File: src/rtl/att_pkg.sv
package att_pkg;
  localparam int GAIN_W = 17;
  localparam logic [31:0] UNITY = 32'd65536;

  // Gain of a fine level: linear interpolation inside each halving segment.
  function automatic logic [GAIN_W-1:0] lvl_gain(input logic [31:0] lvl,
                                                 input logic [31:0] lmax,
                                                 input logic [31:0] seg);
    logic [31:0] k, sh, fr, base;
    k    = lmax - lvl;
    sh   = k / seg;
    fr   = k % seg;
    base = UNITY - (fr * 32'd32768) / seg;
    base = base >> sh[4:0];
    if (lvl == 32'd0 || sh > 32'd16) return '0;
    return base[GAIN_W-1:0];
  endfunction
endpackage

File: src/rtl/att_level_ramp.sv
module att_level_ramp #(
  parameter int CW      = 8,
  parameter int LVL_MAX = 7424,
  parameter int SEG     = 350,
  localparam int LW       = $clog2(LVL_MAX + 1),
  localparam int CODE_MAX = (1 << CW) - 1
) (
  input  logic                       clk,
  input  logic                       rst_n,
  input  logic                       pwr_dn,
  input  logic                       soft_rst,
  input  logic                       att_wr,
  input  logic [CW-1:0]              att_code,
  input  logic                       step,
  output logic [LW-1:0]              lvl,
  output logic [att_pkg::GAIN_W-1:0] gain
);
  logic [CW-1:0] code_q;
  logic [LW-1:0] lvl_q;
  logic [31:0]   tgt_full;
  logic [LW-1:0] tgt;

  always_comb begin
    tgt_full = (32'(code_q) * 32'(LVL_MAX)) / 32'(CODE_MAX);
    tgt      = tgt_full[LW-1:0];
  end

  always_ff @(posedge clk or negedge rst_n) begin
    if (!rst_n) begin
      code_q <= CW'(CODE_MAX);
      lvl_q  <= LW'(LVL_MAX);
    end else if (pwr_dn) begin
      code_q <= CW'(CODE_MAX);
      lvl_q  <= LW'(LVL_MAX);
    end else begin
      if (att_wr) code_q <= att_code;
      if (soft_rst)
        lvl_q <= LW'(LVL_MAX);
      else if (step) begin
        if (lvl_q < tgt)      lvl_q <= lvl_q + 1'b1;
        else if (lvl_q > tgt) lvl_q <= lvl_q - 1'b1;
      end
    end
  end

  assign lvl  = lvl_q;
  assign gain = att_pkg::lvl_gain(32'(lvl_q), 32'(LVL_MAX), 32'(SEG));
endmodule

File: src/rtl/mute_ramp.sv
module mute_ramp #(
  parameter int MUTE_LEN = 1024,
  localparam int MW = $clog2(MUTE_LEN + 1)
) (
  input  logic                       clk,
  input  logic                       rst_n,
  input  logic                       pwr_dn,
  input  logic                       smute,
  input  logic                       step,
  output logic [MW-1:0]              mlev,
  output logic [att_pkg::GAIN_W-1:0] gain
);
  logic [MW-1:0] m_q;
  logic [47:0]   scaled;

  always_ff @(posedge clk or negedge rst_n) begin
    if (!rst_n)
      m_q <= MW'(MUTE_LEN);
    else if (pwr_dn)
      m_q <= MW'(MUTE_LEN);
    else if (step) begin
      if (smute) begin
        if (m_q != '0) m_q <= m_q - 1'b1;
      end else begin
        if (m_q != MW'(MUTE_LEN)) m_q <= m_q + 1'b1;
      end
    end
  end

  always_comb scaled = (48'(m_q) << 16) / 48'(MUTE_LEN);

  assign mlev = m_q;
  assign gain = scaled[att_pkg::GAIN_W-1:0];
endmodule

File: src/rtl/gain_scaler.sv
module gain_scaler #(
  parameter int DW = 24,
  localparam int GW = att_pkg::GAIN_W,
  localparam int PW = DW + GW + 1
) (
  input  logic [DW-1:0] x,
  input  logic [GW-1:0] ga,
  input  logic [GW-1:0] gm,
  output logic [DW-1:0] y
);
  localparam logic signed [PW-1:0] POS_LIM = PW'((64'sd1 <<< (DW - 1)) - 1);
  localparam logic signed [PW-1:0] NEG_LIM = -PW'(64'sd1 <<< (DW - 1));

  logic [2*GW-1:0]       gprod;
  logic [GW-1:0]         g;
  logic signed [PW-1:0]  prod;
  logic signed [PW-1:0]  rnd;

  always_comb begin
    gprod = ga * gm;
    g     = gprod[GW+15:16];
    prod  = $signed(x) * $signed({1'b0, g});
    rnd   = (prod + PW'(32768)) >>> 16;
    if (rnd > POS_LIM)      y = POS_LIM[DW-1:0];
    else if (rnd < NEG_LIM) y = NEG_LIM[DW-1:0];
    else                    y = rnd[DW-1:0];
  end
endmodule

File: src/rtl/soft_atten.sv
module soft_atten #(
  parameter int DW       = 24,
  parameter int CW       = 8,
  parameter int LVL_MAX  = 7424,
  parameter int SEG      = 350,
  parameter int MUTE_LEN = 1024,
  localparam int LW = $clog2(LVL_MAX + 1),
  localparam int MW = $clog2(MUTE_LEN + 1),
  localparam int GW = att_pkg::GAIN_W
) (
  input  logic          clk,
  input  logic          rst_n,
  input  logic          pwr_dn,
  input  logic          soft_rst,
  input  logic          att_wr,
  input  logic [CW-1:0] att_code,
  input  logic          smute,
  input  logic          in_valid,
  output logic          in_ready,
  input  logic [DW-1:0] in_data,
  output logic          out_valid,
  input  logic          out_ready,
  output logic [DW-1:0] out_data
);
  logic          step;
  logic [LW-1:0] lvl_w;
  logic [MW-1:0] mlev_w;
  logic [GW-1:0] ga_w, gm_w;
  logic [DW-1:0] scaled_w;
  logic          ov_q;
  logic [DW-1:0] od_q;

  assign in_ready = !pwr_dn && (!ov_q || out_ready);
  assign step     = in_valid && in_ready;

  att_level_ramp #(.CW(CW), .LVL_MAX(LVL_MAX), .SEG(SEG)) u_lvl (
    .clk(clk), .rst_n(rst_n), .pwr_dn(pwr_dn), .soft_rst(soft_rst),
    .att_wr(att_wr), .att_code(att_code), .step(step),
    .lvl(lvl_w), .gain(ga_w)
  );

  mute_ramp #(.MUTE_LEN(MUTE_LEN)) u_mute (
    .clk(clk), .rst_n(rst_n), .pwr_dn(pwr_dn), .smute(smute), .step(step),
    .mlev(mlev_w), .gain(gm_w)
  );

  gain_scaler #(.DW(DW)) u_scl (
    .x(in_data), .ga(ga_w), .gm(gm_w), .y(scaled_w)
  );

  always_ff @(posedge clk or negedge rst_n) begin
    if (!rst_n) begin
      ov_q <= 1'b0;
      od_q <= '0;
    end else if (pwr_dn) begin
      ov_q <= 1'b0;
    end else if (step) begin
      ov_q <= 1'b1;
      od_q <= scaled_w;
    end else if (out_ready) begin
      ov_q <= 1'b0;
    end
  end

  assign out_valid = ov_q;
  assign out_data  = od_q;
endmodule

File: config.mk
export PLATFORM = sky130hd
export DESIGN_NAME = soft_atten
export DESIGN_NICKNAME = d
export VERILOG_FILES = /design/src/rtl/att_pkg.sv /design/src/rtl/att_level_ramp.sv /design/src/rtl/mute_ramp.sv /design/src/rtl/gain_scaler.sv /design/src/rtl/soft_atten.sv
export SDC_FILE = /design/constraint.sdc
export NUM_CORES = 2
export LEC_CHECK = 0
export BUFFER_PORTS_ARGS = -buffer_cell sky130_fd_sc_hd__buf_4
export CAP_MARGIN = 20
export CORE_MARGIN = 1
export CORE_UTILIZATION = 45
export CTS_CLUSTER_SIZE = 24
export DETAILED_ROUTE_END_ITERATION = 7
export GPL_TIMING_DRIVEN = 0
export REMOVE_ABC_BUFFERS = 1
export SYNTH_ARGS = -nofsm -noshare
export SYNTH_HDL_FRONTEND = slang
export SYNTH_SLANG_ARGS = --single-unit
File: constraint.sdc
create_clock -name clk -period 81.8 [get_ports clk]
set_input_delay 4.09 -clock clk [delete_from_list [all_inputs] [get_ports clk]]
set_output_delay 4.09 -clock clk [all_outputs]
set_load 0.02 [all_outputs]
== Yosys cells after proc, flatten, opt, wreduce, memory -nomap -nowiden ==
Cells that the tools add are included.

* Add/sub/neg operators: 7
* Multiply operators: 3
* Div/mod/pow operators: 4
* $lt $le $gt $ge: 5
* Equality and inequality tests: 2
* Shifts and indexed selects: 1
* Mux-type cells: 20
* Bitwise operators: 1
* Reductions and logical operators: 17

{| class="wikitable"
|+ Operators with widths
! cell !! number
|-
| two-way mux 13 bit || 5
|-
| divider 32 x 9 -> 32 bit, second input constant || 2
|-
| two-way mux 11 bit || 5
|-
| two-way mux 24 bit || 2
|-
| adder 42 x 17 -> 42 bit, second input constant || 1
|-
| multiplier 24 x 18 -> 42 bit || 1
|-
| two-way mux 17 bit || 2
|-
| divider 21 x 8 -> 32 bit, second input constant || 1
|-
| > comparator 32 x 5 -> 1 bit, second input constant || 1
|-
| remainder unit 32 x 9 -> 32 bit, second input constant || 1
|-
| >> shifter 32 x 5 -> 17 bit || 1
|-
| subtractor 17 x 32 -> 32 bit, first input constant || 1
|-
| multiplier 17 x 11 -> 27 bit || 1
|-
| > comparator 26 x 24 -> 1 bit, second input constant || 1
|-
| < comparator 26 x 24 -> 1 bit, second input constant || 1
|-
| two-way mux 8 bit || 2
|-
| subtractor 13 x 13 -> 14 bit, first input constant || 1
|-
| adder 13 x 1 -> 13 bit, second input constant || 1
|-
| > comparator 13 bit || 1
|-
| logical NOT 13 bit || 1
|-
| < comparator 13 bit || 1
|-
| multiplier 8 x 5 -> 13 bit, second input constant || 1
|-
| subtractor 13 x 1 -> 13 bit, second input constant || 1
|-
| adder 11 x 1 -> 11 bit, second input constant || 1
|-
| 14 further kinds || 24
|}

* Flip-flop bits (word level): 57
* Bits of input ports: 40
* Output and inout bits: 26
* Logic and storage cells: 65

== Logic depth before layout (Yosys ltp) ==
* Depth in word-level cells: 12
* Gate-level depth with buffers: 225
* Mapped depth without buffers: 199

== By module ==
From an unflattened synthesis, not the netlist that was laid out.

* Cell total of the unflattened synthesis: 6024
* Area total of the unflattened synthesis: 47137.7 um2

{| class="wikitable"
|+ Modules (own cells, without submodules)
! module !! instances !! cells an instance !! area an instance (um2) !! sequential area each (um2)
|-
| gain_scaler || 1 || 2737 || 24024.3 || 0.0
|-
| att_level_ramp || 1 || 3115 || 21112.7 || 540.5
|-
| mute_ramp || 1 || 116 || 1038.5 || 276.5
|-
| soft_atten || 1 || 56 || 962.2 || 625.6
|}

== Least setup slack after synthesis ==
OpenSTA, ideal clock, no wires.

* Path type: reg2reg
* Start point: register u_lvl.lvl_q[11] (netlist: u_lvl.lvl[11])
* End point: register od_q[0] (netlist: out_data[0])
* Library setup time: 0.077 ns
* Arrival time: 45.892 ns
* Required time: 81.723 ns
* Path slack: 35.831 ns
* Cell stages (with the launch flop): 207
* Path buffers: 18
* Period minus slack after synthesis: 45.969 ns
* Cells stage by stage: dfstp_2 clkbuf_8 o2111ai_1 a31o_2 inv_2 buf_6 ha_1 buf_1 nand2_1 or4_1 o311ai_2 a311oi_4 or3_1 a21oi_2 o211a_4 xor2_2 o21ai_2 o22a_1 [... 171 more ...] nor2_1 nor2_1 o211ai_1 a31o_1 a21oi_1 o21ai_1 a21oi_1 nor2_1 nand4_1 nand2_1 a21o_1 a21o_1 a21oi_1 xor2_1 o31ai_2 buf_2 nand2_1 a21oi_1

* Cells in the longest elaborated chain, start to end: 12
* Elaborated cells between the ends (all ways): 18
* Classes of those cells: add/sub: 3; mul: 2; div: 3; order compare: 3; shift: 1; mux: 4; reduce/logical: 2

{| class="wikitable"
|+ RTL lines
! what !! line !! source
|-
| start: declaration || att_level_ramp.sv:19 || <nowiki>logic [LW-1:0] lvl_q;</nowiki>
|-
| start signal: assignment || att_level_ramp.sv:31 || <nowiki>lvl_q <= LW'(LVL_MAX);</nowiki>
|-
| start signal: assignment || att_level_ramp.sv:34 || <nowiki>lvl_q <= LW'(LVL_MAX);</nowiki>
|-
| start signal: assignment || att_level_ramp.sv:38 || <nowiki>lvl_q <= LW'(LVL_MAX);</nowiki>
|-
| subtractor 13 x 13 -> 14 bit || att_pkg.sv:10 || <nowiki>k = lmax - lvl;</nowiki>
|-
| remainder unit 32 x 9 -> 32 bit or divider 32 x 9 -> 32 bit (tied branches) || att_pkg.sv:12, att_pkg.sv:11 ||
|-
| divider 32 x 9 -> 32 bit or > comparator 32 x 5 -> 1 bit (tied branches) || att_pkg.sv:13, att_pkg.sv:15 ||
|-
| subtractor 17 x 32 -> 32 bit or logical OR 1 bit (tied branches) || att_pkg.sv:13, att_pkg.sv:15 ||
|-
| >> shifter 32 x 5 -> 17 bit or two-way mux 1 bit (tied branches) || att_pkg.sv:14, att_pkg.sv:15 ||
|-
| two-way mux 17 bit * || att_pkg.sv:16 || <nowiki>return base[GAIN_W-1:0];</nowiki>
|-
| multiplier 17 x 11 -> 27 bit * || gain_scaler.sv:20 || <nowiki>gprod = ga * gm;</nowiki>
|-
| multiplier 24 x 18 -> 42 bit * || gain_scaler.sv:22 || <nowiki>prod = $signed(x) * $signed({1'b0, g});</nowiki>
|-
| adder 42 x 17 -> 42 bit * || gain_scaler.sv:23 || <nowiki>rnd = (prod + PW'(32768)) >>> 16;</nowiki>
|-
| < comparator 26 x 24 -> 1 bit || gain_scaler.sv:25 || <nowiki>else if (rnd < NEG_LIM) y = NEG_LIM[DW-1:0];</nowiki>
|-
| two-way mux 24 bit || gain_scaler.sv:25 ||
|-
| two-way mux 24 bit * || gain_scaler.sv:24 || <nowiki>if (rnd > POS_LIM) y = POS_LIM[DW-1:0];</nowiki>
|-
| end signal: assignment || soft_atten.sv:59 || <nowiki>od_q <= scaled_w;</nowiki>
|-
| end: declaration || soft_atten.sv:31 || <nowiki>logic [DW-1:0] od_q;</nowiki>
|}

Mark *: on every way between the ends. The rest lies on a longest branch, timed or not.
A chain may end at the register's enable or synchronous reset.

== Final worst setup path ==
* Start point: register u_lvl.lvl_q[4] (netlist: u_lvl.lvl[4])
* End point: register od_q[11] (netlist: out_data[11])

The elaborated chain is that of the path after synthesis.

==> metrics.md <==
| Metric | Value |
|---|---|
| Status | finished clean |
| Vias per cell | around 5.9 |
| Setup Crit Path Kind | reg -> reg |
| Initial antenna violation count | 0 |
| DRC violations left | 0 |
| Synth Cell Area | about 0.044 sq mm |
| Worst path top cell family by delay | compound AO/OA/AOI/OAI gates |
| Fmax | 0.0171 GHz |
| Max_cap viols | 0 |
| Post-synth EDFFs | 0 |
| First-pass GRT wire length | ~210000 um |
| Fill cells | between 9000 and 10000 |
| DRT Pass-1 Iters | 6 |
| Slowest-stage cell, CP | a2111oi_4 |
| H-tree depth | 3 |
| RR Endpoint | out_data[11]$_DFFE_PN0P_ |
| Clock Latency Late Sink | 0.35 ns |
| Vias in the first global route | between 30000 and 40000 |
| Worst Tran Pin Value | 1.11 ns |
| Dominant synthesized flop cell | dfrtp_1 |
| Largest net degree at the start of global routing | between 50 and 60 |
| Final GP Congestion | 0.896 |
| Final Max Slew Viols | 0 |
| Startpoint types | flop |
| Tot GR Track Use | 25.2% |
| Most numerous cell in the Yosys netlist | inv_1 |
| CTS Root Cell | clkbuf_16 |
| Critical Path AT | about 59 ns |
| Final core occ | ~47% |
| Num CTS Buffers | 9 |
| CTS tree | built |
| Fraction of synthesis flops using an asynchronous set or reset pin | 100% |
| Setup TNS | 0 ns |
| Area growth, synth to finish | 3.85% |
| Top post-synthesis cells by area | fa_1 25%, ha_1 8.0%, inv_1 6.5% |
| Final Cycle Share | a little under three quarters |
| Min cycle time layout | roughly 59 ns |
| Placed cells | roughly 7000 |
| Clk_skew | between 0.015 and 0.02 ns |
| Crit end category | flop |
| Register area share after synthesis | 3.27% |
| Nets | roughly 6400 |
| R2R Path Start | u_lvl.lvl[4]$_DFFE_PN0P_ |
| Rel. slew slack | roughly a quarter |
| Area share of the largest cell type after synthesis | between 20 and 25% |
| Post-synthesis mux area share | 2.25% |
| Post-synthesis compound-gate area fraction | a little under a quarter |
| Layout cell share with drive strength beyond 1 | under 10% |
| Initial DRC count | approximately 2700 |
| Synth Area in Simple Gates | between 20% and 30% |
| Synth Area in Adders | between 30% and 40% |
| CTS resizes | 0 |
| Area leader, netlist | fa_1 |
| Largest family of logic cells by synthesized area | adder cells |
| Setup-failing EPs final | 0 |
| Most common library cells after synthesis | 760 x inv_1, 676 x nand2_1, 545 x fa_1 |
| Pre-CTS WS | roughly 24 ns |
| Initial Util | between 40% and 50% |
| Worst hold path class | reg -> reg |
| Setup slack, reg-to-reg | about 23 ns |
| Final Hold Fails | 0 |
| Die Span Y | 315 um |
| Sink Count | 57 |
| #FFs+latches synth | 57 |
| Buf+Inv Stages, Crit Path | 13 |
| Post-route insts no fill | about 6800 |
| Hold path depth | 2 |
| Synth Warn # | 0 |
| Crit Path Max Fanout | 25 |
| R2R depth | about 180 |
| IO Pins | 66 |
| Worst Hold End | out_data[2]$_DFFE_PN0P_ |
| RSZ-0062 raised after global routing | no |
| Required @ worst endpoint | 81.98 ns |
| Routed Antenna Nets | 0 |
| Multi-input gate area | around 0.039 sq mm |
| Avg WL per Cell | about 18 um |
| Post-CTS Hold Fix Bufs | 0 |
| Hold Path Origin | out_data[2]$_DFFE_PN0P_ |
| Clock-pin slew on the worst setup and hold paths | roughly 0.060 ns |
| Sequential cell area | 0.00144 sq mm |
| Chip Width | approximately 320 um |
| Dpl hpwl | between 100000 and 150000 um |
| Setup WS post-layout | between 20 and 25 ns |
| Mapped Cells | between 5000 and 6000 |
| Vias | approximately 40000 |
| CTS Buffer Depth | 2 |
| Syn Area/Cell | ~7.8 sq um |
| Site Rows | 114 |
| Yosys cell types | ~170 |
| Grt ovf | 0 |
| Total wire length | ~120000 um |
| Synth Area in XOR/XNOR | 6.38% |
| Setup bufs post-CTS | 0 |
| Core region area | 0.0969 sq mm |
| IO buf count | 65 |
| Max incr delay on CP | around 0.99 ns |
| Die ar. | between 0.09 and 0.1 sq mm |
[flip-flops by register name (all words and copies together), names as in the netlist]
name and cells:
u_lvl.lvl 13, out_data 24, u_mute.mlev 11, out_valid 1, u_lvl.code_q 8
[per-stage QoR]
step	instance area [sq um]	hold WS [ns]
floorplan	42900	0.535
global placement	45000	0.522
detailed placement	45500	0.527
CTS	45800	0.554
global route	45800	0.579
finish	45800	0.544
[worst reg2reg max path: cells and delay by family, from the launching register on]
kind / cells / cell delay, ns
AOI/OAI and AO/OA: 85 / 26.69
and+or+nand+nor: 51 / 16.73
adders and majority gates: 19 / 7.58
muxes: 8 / 3.46
buffers and inverters: 13 / 1.70
xor gates and xnor gates: 5 / 1.70
DFF: 1 / 0.51
[layout make-up]
class / instances / share of cell area, %
repair buffers: 92 / 1.98
well taps: 1276 / 3.49
flip-flops and latches: 57 / 3.15
inverters: 774 / 6.37
multi-input cells: 4624 / 84.3
diodes: 1 / 0.00546
clock buffers: 10 / 0.522
clock inverters: 6 / 0.145
[layer usage]
metal | vias to the layer above | global-route usage, % | routed length, um | share of wire [%]
met4 | 0 | 4.88 | 2050 | 1.7
li1 | 19300 | - | - | -
met2 | 958 | 43.2 | 59800 | 48
met5 | - | 0 | 0 | 0
met1 | 20000 | 34.9 | 57000 | 46
met3 | 142 | 1.62 | 4920 | 4.0
[cell families (layout without fill, tap and decap cells)]
kind of cell / Yosys count / count (layout)
and+or+nand+nor: 2039 / 2039
AOI/OAI and AO/OA: 1357 / 1357
buffers and inverters: 999 / 882
adders and majority gates: 831 / 831
xor gates and xnor gates: 301 / 301
muxes: 88 / 88
DFF: 57 / 57
other: 2 / 9
[placed cells by master (no fill, tap or decap), types with 18 or more instances in the layout]
master     Yosys  final
inv_1        760    760
a211oi_1      50     49
o31ai_1       18     18
fa_1         545    545
a311oi_1      22     22
and3_1        52     51
o21ai_0      148    148
nand3_1      122    122
nand2b_1      42     42
nor3_1       170    169
nand4_1       50     50
mux2i_1       48     48
mux2_2        30     30
a21o_1        81     81
nor4_1        40     40
nand2_1      676    676
o21ai_1       75     73
or3_1         36     36
nor3b_1       25     25
a21oi_1      324    324
ha_1         281    281
o2111ai_1     26     26
o22ai_1       23     23
nor2b_1       25     24
nor2_1       399    390
o21bai_1      31     31
o211ai_1      56     56
a31oi_1       54     54
or2_2         30     30
xor2_1        84     84
and2_1       224    224
a22o_1        20     20
buf_4         24     70
dfrtp_1       44     44
xnor2_1      198    193
o21a_1        48     48
[how the worst max path moves through the flow]
| stage | start | to | cells after the start |
|---|---|---|---|
| 2_1_floorplan | u_lvl.lvl[10]$_DFFE_PN1P_ | out_data[0]$_DFFE_PN0P_ | 187 |
| 3_3_place_gp | u_lvl.lvl[4]$_DFFE_PN0P_ | out_data[11]$_DFFE_PN0P_ | 182 |
| 3_5_place_dp | u_lvl.lvl[4]$_DFFE_PN0P_ | out_data[6]$_DFFE_PN0P_ | 184 |
| 4_1_cts | u_lvl.lvl[4]$_DFFE_PN0P_ | out_data[11]$_DFFE_PN0P_ | 183 |
| 5_1_grt | u_lvl.lvl[10]$_DFFE_PN1P_ | out_data[10]$_DFFE_PN0P_ | 181 |
| 6_report | u_lvl.lvl[4]$_DFFE_PN0P_ | out_data[11]$_DFFE_PN0P_ | 181 |
Power is left out: the tool's default activity adds up to more than one toggle a clock period on the data nets, which glitch-free logic cannot reach.
